### config.mk
export PLATFORM = sky130hd
export DESIGN_NAME = dram_refresh_ctl
export DESIGN_NICKNAME = d
export VERILOG_FILES = /design/src/rtl/refresh_pkg.sv /design/src/rtl/rfsh_pacer.sv /design/src/rtl/rfsh_tracker.sv /design/src/rtl/rfsh_seq.sv /design/src/rtl/dram_refresh_ctl.sv
export SDC_FILE = /design/constraint.sdc
export NUM_CORES = 1
export LEC_CHECK = 0
export BUFFER_PORTS_ARGS = -buffer_cell sky130_fd_sc_hd__buf_2
export CORE_MARGIN = 2
export CORE_UTILIZATION = 35
export DETAILED_ROUTE_END_ITERATION = 6
export SETUP_SLACK_MARGIN = 0.02
export SLEW_MARGIN = 30
export SYNTH_ARGS = -nofsm -noshare
export SYNTH_HDL_FRONTEND = slang
export SYNTH_SLANG_ARGS = --single-unit
### constraint.sdc
create_clock -name clk -period 8.1 [get_ports clk]
set_input_delay 0.405 -clock clk [delete_from_list [all_inputs] [get_ports clk]]
set_output_delay 0.405 -clock clk [all_outputs]
set_load 0.01 [all_outputs]
### src/rtl/refresh_pkg.sv
package refresh_pkg;
  typedef enum logic [1:0] {PH_IDLE, PH_SETUP, PH_ACTIVE, PH_PRECH} phase_e;
  typedef enum logic {RF_CBR = 1'b0, RF_ROW = 1'b1} rfsh_kind_e;
endpackage

### src/rtl/rfsh_pacer.sv
module rfsh_pacer #(
  parameter int unsigned PAUSE_CYC    = 50000,
  parameter int unsigned INTERVAL_CYC = 3906
) (
  input  logic clk,
  input  logic rst_n,
  input  logic run,
  output logic pause_done,
  output logic tick
);
  localparam int unsigned TOP = (PAUSE_CYC > INTERVAL_CYC) ? PAUSE_CYC : INTERVAL_CYC;
  localparam int unsigned CW  = $clog2(TOP + 1);
  localparam logic [CW-1:0] PAUSE_LAST = CW'(PAUSE_CYC - 1);
  localparam logic [CW-1:0] IVL_LAST   = CW'(INTERVAL_CYC - 1);

  logic [CW-1:0] cnt_q, cnt_d;
  logic          done_q, done_d;

  always_comb begin
    cnt_d  = cnt_q;
    done_d = done_q;
    tick   = 1'b0;
    if (!done_q) begin
      if (cnt_q == PAUSE_LAST) begin
        cnt_d  = '0;
        done_d = 1'b1;
      end else begin
        cnt_d = cnt_q + 1'b1;
      end
    end else if (run) begin
      if (cnt_q == IVL_LAST) begin
        cnt_d = '0;
        tick  = 1'b1;
      end else begin
        cnt_d = cnt_q + 1'b1;
      end
    end else begin
      cnt_d = '0;
    end
  end

  always_ff @(posedge clk or negedge rst_n) begin
    if (!rst_n) begin
      cnt_q  <= '0;
      done_q <= 1'b0;
    end else begin
      cnt_q  <= cnt_d;
      done_q <= done_d;
    end
  end

  assign pause_done = done_q;

  // once the pause has ended it never restarts
  p_pause_sticky_r2: assert property (@(posedge clk) disable iff (!rst_n)
    done_q |=> done_q);
endmodule

### src/rtl/rfsh_tracker.sv
module rfsh_tracker #(
  parameter int unsigned WAKE_CNT   = 8,
  parameter int unsigned PEND_MAX   = 4,
  parameter int unsigned MISS_LIMIT = 8
) (
  input  logic clk,
  input  logic rst_n,
  input  logic pause_done,
  input  logic tick,
  input  logic seq_idle,
  input  logic seq_done,
  input  logic gnt,
  output logic need,
  output logic start,
  output logic init_done,
  output logic missed
);
  localparam int unsigned WK_W = $clog2(WAKE_CNT + 1);
  localparam int unsigned PD_W = $clog2(PEND_MAX + 1);
  localparam int unsigned AG_W = $clog2(MISS_LIMIT + 1);
  localparam logic [WK_W-1:0] WAKE_FULL = WK_W'(WAKE_CNT);
  localparam logic [WK_W-1:0] WAKE_RELOAD = WK_W'(WAKE_CNT - 1);
  localparam logic [PD_W-1:0] PEND_CAP  = PD_W'(PEND_MAX);
  localparam logic [AG_W-1:0] AGE_LAST  = AG_W'(MISS_LIMIT - 1);

  logic [WK_W-1:0] wake_q, wake_d;
  logic [PD_W-1:0] pend_q, pend_d;
  logic [AG_W-1:0] age_q, age_d;
  logic            init_q, init_d, miss_q, miss_d;
  logic            consume;

  assign need    = pause_done && ((wake_q != '0) || (pend_q != '0) || miss_q);
  assign start   = need && gnt && seq_idle;
  assign consume = start && !miss_q && (wake_q == '0);

  always_comb begin
    wake_d = wake_q;
    pend_d = pend_q;
    age_d  = age_q;
    miss_d = miss_q;
    init_d = init_q;
    if (seq_done && (wake_q == '0)) init_d = 1'b1;
    // wake-up burst bookkeeping
    if (start && miss_q)              wake_d = WAKE_RELOAD;
    else if (start && wake_q != '0)   wake_d = wake_q - 1'b1;
    // pending count, saturating
    if (start && miss_q)                               pend_d = '0;
    else if (tick && !consume && pend_q != PEND_CAP)   pend_d = pend_q + 1'b1;
    else if (consume && !tick)                         pend_d = pend_q - 1'b1;
    // deadline ageing
    if (start) begin
      age_d  = '0;
      miss_d = 1'b0;
    end else if (tick && pend_q != '0 && !miss_q) begin
      if (age_q == AGE_LAST) miss_d = 1'b1;
      else                   age_d  = age_q + 1'b1;
    end
  end

  always_ff @(posedge clk or negedge rst_n) begin
    if (!rst_n) begin
      wake_q <= WAKE_FULL;
      pend_q <= '0;
      age_q  <= '0;
      init_q <= 1'b0;
      miss_q <= 1'b0;
    end else begin
      wake_q <= wake_d;
      pend_q <= pend_d;
      age_q  <= age_d;
      init_q <= init_d;
      miss_q <= miss_d;
    end
  end

  assign init_done = init_q;
  assign missed    = miss_q;

  p_pend_cap_r8: assert property (@(posedge clk) disable iff (!rst_n)
    pend_q <= PEND_CAP);
  p_miss_replay_r9: assert property (@(posedge clk) disable iff (!rst_n)
    (start && miss_q) |=> (!miss_q && wake_q == WAKE_RELOAD && pend_q == '0));
  p_init_sticky_r3: assert property (@(posedge clk) disable iff (!rst_n)
    init_q |=> init_q);
endmodule

### src/rtl/rfsh_seq.sv
module rfsh_seq
  import refresh_pkg::*;
#(
  parameter int unsigned T_CSR  = 3,
  parameter int unsigned T_CHR  = 3,
  parameter int unsigned T_RAS  = 15,
  parameter int unsigned T_PRE  = 10,
  parameter int unsigned ADDR_W = 11
) (
  input  logic              clk,
  input  logic              rst_n,
  input  logic              start,
  input  logic              row_mode,
  output logic              ras_n,
  output logic              cas_n,
  output logic              we_n,
  output logic [ADDR_W-1:0] addr,
  output logic              idle,
  output logic              done
);
  localparam int unsigned TA   = (T_CSR > T_RAS) ? T_CSR : T_RAS;
  localparam int unsigned TOPL = (TA > T_PRE) ? TA : T_PRE;
  localparam int unsigned CW   = $clog2(TOPL + 1);

  phase_e            ph_q, ph_d;
  rfsh_kind_e        kind_q, kind_d;
  logic [CW-1:0]     cnt_q, cnt_d, last;
  logic [ADDR_W-1:0] row_q, row_d;

  always_comb begin
    case (ph_q)
      PH_SETUP:  last = (kind_q == RF_CBR) ? CW'(T_CSR - 1) : '0;
      PH_ACTIVE: last = CW'(T_RAS - 1);
      PH_PRECH:  last = CW'(T_PRE - 1);
      default:   last = '0;
    endcase
  end

  always_comb begin
    ph_d   = ph_q;
    cnt_d  = cnt_q;
    kind_d = kind_q;
    row_d  = row_q;
    done   = 1'b0;
    if (ph_q == PH_IDLE) begin
      if (start) begin
        ph_d   = PH_SETUP;
        cnt_d  = '0;
        kind_d = row_mode ? RF_ROW : RF_CBR;
      end
    end else if (cnt_q == last) begin
      cnt_d = '0;
      case (ph_q)
        PH_SETUP:  ph_d = PH_ACTIVE;
        PH_ACTIVE: begin
          ph_d = PH_PRECH;
          if (kind_q == RF_ROW) row_d = row_q + 1'b1;
        end
        default: begin
          ph_d = PH_IDLE;
          done = 1'b1;
        end
      endcase
    end else begin
      cnt_d = cnt_q + 1'b1;
    end
  end

  always_ff @(posedge clk or negedge rst_n) begin
    if (!rst_n) begin
      ph_q   <= PH_IDLE;
      cnt_q  <= '0;
      kind_q <= RF_CBR;
      row_q  <= '0;
    end else begin
      ph_q   <= ph_d;
      cnt_q  <= cnt_d;
      kind_q <= kind_d;
      row_q  <= row_d;
    end
  end

  assign idle  = (ph_q == PH_IDLE);
  assign ras_n = (ph_q != PH_ACTIVE);
  assign cas_n = !((kind_q == RF_CBR) &&
                   ((ph_q == PH_SETUP) || (ph_q == PH_ACTIVE && cnt_q < CW'(T_CHR))));
  assign addr  = (kind_q == RF_ROW && (ph_q == PH_SETUP || ph_q == PH_ACTIVE)) ? row_q : '0;
  assign we_n  = 1'b1;

  // checker-only run length of the low row strobe
  logic [CW-1:0] lo_q;
  always_ff @(posedge clk or negedge rst_n) begin
    if (!rst_n)                   lo_q <= '0;
    else if (ras_n)               lo_q <= '0;
    else if (lo_q != CW'(TOPL))   lo_q <= lo_q + 1'b1;
  end

  p_cas_leads_r4: assert property (@(posedge clk) disable iff (!rst_n)
    ($fell(ras_n) && kind_q == RF_CBR) |-> (!cas_n && $past(!cas_n)));
  p_row_cas_high_r5: assert property (@(posedge clk) disable iff (!rst_n)
    (kind_q == RF_ROW) |-> cas_n);
  p_addr_hold_r5: assert property (@(posedge clk) disable iff (!rst_n)
    (!ras_n && !$fell(ras_n)) |-> $stable(addr));
  p_row_step_r6: assert property (@(posedge clk) disable iff (!rst_n)
    !$stable(row_q) |-> (row_q == $past(row_q) + 1'b1));
  p_ras_width_r7: assert property (@(posedge clk) disable iff (!rst_n)
    $rose(ras_n) |-> (lo_q == CW'(T_RAS)));
  p_mode_frozen_r10: assert property (@(posedge clk) disable iff (!rst_n)
    !idle |=> $stable(kind_q));
endmodule

### src/rtl/dram_refresh_ctl.sv
module dram_refresh_ctl #(
  parameter int unsigned PAUSE_CYC    = 50000,
  parameter int unsigned INTERVAL_CYC = 3906,
  parameter int unsigned WAKE_CNT     = 8,
  parameter int unsigned T_CSR        = 3,
  parameter int unsigned T_CHR        = 3,
  parameter int unsigned T_RAS        = 15,
  parameter int unsigned T_RP         = 10,
  parameter int unsigned T_RPC        = 2,
  parameter int unsigned PEND_MAX     = 4,
  parameter int unsigned MISS_LIMIT   = 8,
  parameter int unsigned ADDR_W       = 11
) (
  input  logic              clk,
  input  logic              rst_n,
  input  logic              row_mode,
  output logic              bus_req,
  input  logic              bus_gnt,
  output logic              ras_n,
  output logic              cas_n,
  output logic              we_n,
  output logic [ADDR_W-1:0] addr,
  output logic              init_done,
  output logic              deadline_missed
);
  localparam int unsigned T_PRE = (T_RP > T_RPC) ? T_RP : T_RPC;

  logic pause_done, tick, need, start, seq_idle, seq_done;

  rfsh_pacer #(.PAUSE_CYC(PAUSE_CYC), .INTERVAL_CYC(INTERVAL_CYC)) pacer_i (
    .clk(clk), .rst_n(rst_n), .run(init_done),
    .pause_done(pause_done), .tick(tick));

  rfsh_tracker #(.WAKE_CNT(WAKE_CNT), .PEND_MAX(PEND_MAX), .MISS_LIMIT(MISS_LIMIT)) tracker_i (
    .clk(clk), .rst_n(rst_n), .pause_done(pause_done), .tick(tick),
    .seq_idle(seq_idle), .seq_done(seq_done), .gnt(bus_gnt),
    .need(need), .start(start), .init_done(init_done), .missed(deadline_missed));

  rfsh_seq #(.T_CSR(T_CSR), .T_CHR(T_CHR), .T_RAS(T_RAS), .T_PRE(T_PRE), .ADDR_W(ADDR_W)) seq_i (
    .clk(clk), .rst_n(rst_n), .start(start), .row_mode(row_mode),
    .ras_n(ras_n), .cas_n(cas_n), .we_n(we_n), .addr(addr),
    .idle(seq_idle), .done(seq_done));

  assign bus_req = need || !seq_idle;

  p_strobe_on_bus_r7: assert property (@(posedge clk) disable iff (!rst_n)
    (!ras_n || !cas_n) |-> (bus_req && bus_gnt));
  p_quiet_pause_r2: assert property (@(posedge clk) disable iff (!rst_n)
    !pause_done |-> !bus_req);
  p_no_start_unready_r3: assert property (@(posedge clk) disable iff (!rst_n)
    !init_done |-> !deadline_missed);
endmodule

==> key figures <==
Cells and area
  – Final nets: 312
  – Diodes inserted: 0
  – Final cell count without fillers: 398
  – FILL cells: 773
  – Share of cells above drive strength 1: 14.53%
  – Post-route design area: 0.003063 mm2
  – Layout area overhead: 13.33%

STA
  – Worst Clk Skew: 0.01012 ns
  – Fin crit share: 35.39%
  – Final Critical Period: 2.867 ns
  – Fin. Hold Viols: 0
  – Max_slew headroom: 55.38%
  – Number of setup violations in the final report: 0
  – Max Slew Vio Count: 0
  – F_max: 0.3488 GHz
  – Hold_ws: 0.1882 ns
  – Actual slew at the worst max-slew pin: 0.6694 ns
  – RSZ-0062 raised after global routing: no
  – Setup TNS: 0 ns

CTS
  – Hold Buf Count CTS: 0
  – Clock Path Buffers: 2
  – CTS tree: yes
  – Worst-path clk slew: 0.09 ns
  – Clk sink count: 48
  – CTS resizes: 0
  – H-Tree Depth: 2
  – Post-CTS setup buffer count: 0
  – Worst-Skew Late Latency: 0.30 ns
  – Root Driver: clkbuf_8
  – Number of buffers created by CTS: 5

Die
  – Die Area: 0.008441 mm2
  – IO Pins: 21
  – Initial Util: 35.53%
  – Chip width: 91.88 um
  – FP Rows: 32
  – Total core area: 0.007607 mm2
  – DIE HEIGHT: 91.88 um

Routing
  – 1st-pass router iterations: 4
  – WL/cell: 13.00 um
  – # DRC: 0
  – WL final: 5175 um
  – Vias: 2000
  – Via/cell ratio: 5.025
  – ANT nets after route: 0
  – Iteration-0 DRC Markers: 73

Run status
  – Status: completed

Placed design
  – DP Cell Count: 390
  – Gpl congestion: 0.7636
  – DP Wirelength: 3662 um
  – Area after DPL: 0.002904 mm2
  – I/O Buffers: 19

Logic synthesis
  – Synth top area cells: dfrtp_1 44%, xor2_1 5.8%, ha_1 5.6%
  – Post-Syn Instances: 276
  – FF+latch count, synth: 48
  – Top-count cell post-synth: dfrtp_1
  – Synth top cells by count: 47 x dfrtp_1, 32 x nor2_1, 18 x xor2_1, 17 x and3_1, 15 x inv_1
  – Net Count, Synth: 293
  – Seq/Total Area, Yosys: 44.49%
  – Netlist cell types: 51
  – EDFF count, synth: 0
  – Synth async-reset ratio: 100.0%
  – Synth Area per Inst: 9.792 um2
  – Post-synth top area share: 43.52%
  – Post-synth top flop: dfrtp_1
  – Synth warn: 0
  – Synth Cell Area: 0.002703 mm2
  – Synth area leader: dfrtp_1

Hold path
  – Hold crit path type: in2async

Flow run
  – Number of max-cap violations: 0

Setup path
  – Worst EP required: 8.31 ns
  – Crit-path max FO: 4
  – Reg2Reg Depth: 9
  – Crit path launch type: flop
  – Critical path arrival: 3.08 ns
  – Crit. End Element: flop
  – R2r setup slk: 5.23 ns
  – Critical path class: reg2reg

Power
  – P_leak: 1.495 nW
  – PD cells: 157.8 mW/mm2
  – Max IR drop VDD: 0.1161 mV

Global routing
  – Largest net degree at the start of global routing: 49
  – Vias in the first global route: 1891
  – Global Route Usage Sum: 12.94%
  – Initial antenna violation count: 0
  – Total congestion overflow: 0
  – Global-route wire length before repair: 8825 um
## worst paths after layout
check / start / endpoint
worst max-delay path: tracker_i.wake_q[0] / tracker_i.pend_q[2]
worst min-delay path: rst_n / pacer_i.cnt_q[8]
worst max register to register: tracker_i.wake_q[0] / tracker_i.pend_q[2]
worst min register to register: seq_i.row_q[10] / seq_i.row_q[10]
max in group asynchronous: rst_n / seq_i.cnt_q[1]
min in group clk: row_mode / seq_i.kind_q
## cells by family (layout without fill, tap and decap cells)
kind of cell    Yosys count  after routing  share of synthesized area [%]
mux                       5              5                          1.991
other cells               1              1                         0.1388
xor+xnor                 30             30                          9.722
buf+inv                  23             43                          3.379
compound gates           31             31                          7.778
simple gates            125            125                          26.20
flops                    48             48                          44.49
fa+ha+maj                13             13                          6.296
## power breakdown
group / switching, mW / leakage [nW] / internal (mW)
clock network: 0.0835 / 0.0784 / 0.154
registers: 0 / 0.611 / 0.239
logic: 0.00513 / 0.806 / 0.000832
total: 0.0886 / 1.50 / 0.395
## state kept, by name, summed over array words and instances, names as in the netlist
| register | cells |
|---|---|
| tracker_i.missed | 1 |
| pacer_i.pause_done | 1 |
| tracker_i.age_q | 4 |
| seq_i.ph_q | 2 |
| pacer_i.cnt_q | 16 |
| seq_i.kind_q | 1 |
| tracker_i.wake_q | 4 |
| seq_i.cnt_q | 4 |
| seq_i.row_q | 11 |
| tracker_i.init_done | 1 |
| tracker_i.pend_q | 3 |
## metal layers
metal	vias up	global-route usage, %	wire length [um]
met4	0	4.104	55
met1	967	17.10	2506
met3	5	3.040	119
met2	15	21.08	2494
li1	1013	-	-
met5	-	0	0
## stage by stage
stage / worst slack [ns] / total power, mW / utilization [%]
floorplan: 5.541 / 0.2448 / -
global placement: 5.337 / 0.2506 / 38.09
detailed placement: 5.233 / 0.2506 / 38.17
CTS: 5.207 / 0.4895 / 40.26
global route: 4.910 / 0.5009 / 40.26
finish: 5.233 / 0.4833 / 40.26
## worst max-delay path, stage by stage (launching register included)
cell and delay [ns]:
dfrtp_1 0.40, inv_1 0.11, ha_1 0.16, nor4b_1 0.42
nor3b_1 0.47, nor4_1 0.17, fa_1 0.46, nor4_1 0.30
a211oi_1 0.08, a211oi_1 0.21
## final cells by class
class / count / area [um2] / area share, %
multi-input cells: 205 / 1415 / 46.20
flip-flops and latches: 48 / 1202 / 39.26
well taps: 102 / 127.6 / 4.167
repair buffers: 20 / 102.6 / 3.350
clock inverters: 3 / 90.09 / 2.941
clock buffers: 5 / 68.82 / 2.247
inverters: 15 / 56.30 / 1.838
## cells in the final DEF, fill, tap and decap left out, drive strengths merged, types with 2 or more instances in the layout
| master | Yosys | layout |
|---|---|---|
| dfrtp | 47 | 47 |
| nor2 | 32 | 32 |
| buf | 3 | 20 |
| xor2 | 18 | 18 |
| and3 | 18 | 18 |
| inv | 15 | 15 |
| nand2 | 14 | 14 |
| nand3 | 13 | 13 |
| xnor2 | 12 | 12 |
| ha | 12 | 12 |
| nor3 | 11 | 11 |
| nor4 | 8 | 8 |
| a21oi | 8 | 8 |
| nand4 | 8 | 8 |
| clkbuf | 5 | 5 |
| a22o | 4 | 4 |
| o21ai | 4 | 4 |
| nor4b | 4 | 4 |
| and2 | 3 | 3 |
| o21a | 3 | 3 |
| mux2 | 3 | 3 |
| bufinv | 0 | 3 |
| and3b | 2 | 2 |
| o21bai | 2 | 2 |
| a211oi | 2 | 2 |
| a31oi | 2 | 2 |
| or3 | 2 | 2 |
| mux2i | 2 | 2 |
| or2 | 2 | 2 |
| and4 | 2 | 2 |
| or4 | 2 | 2 |
Power figures use the tool's default switching activity.
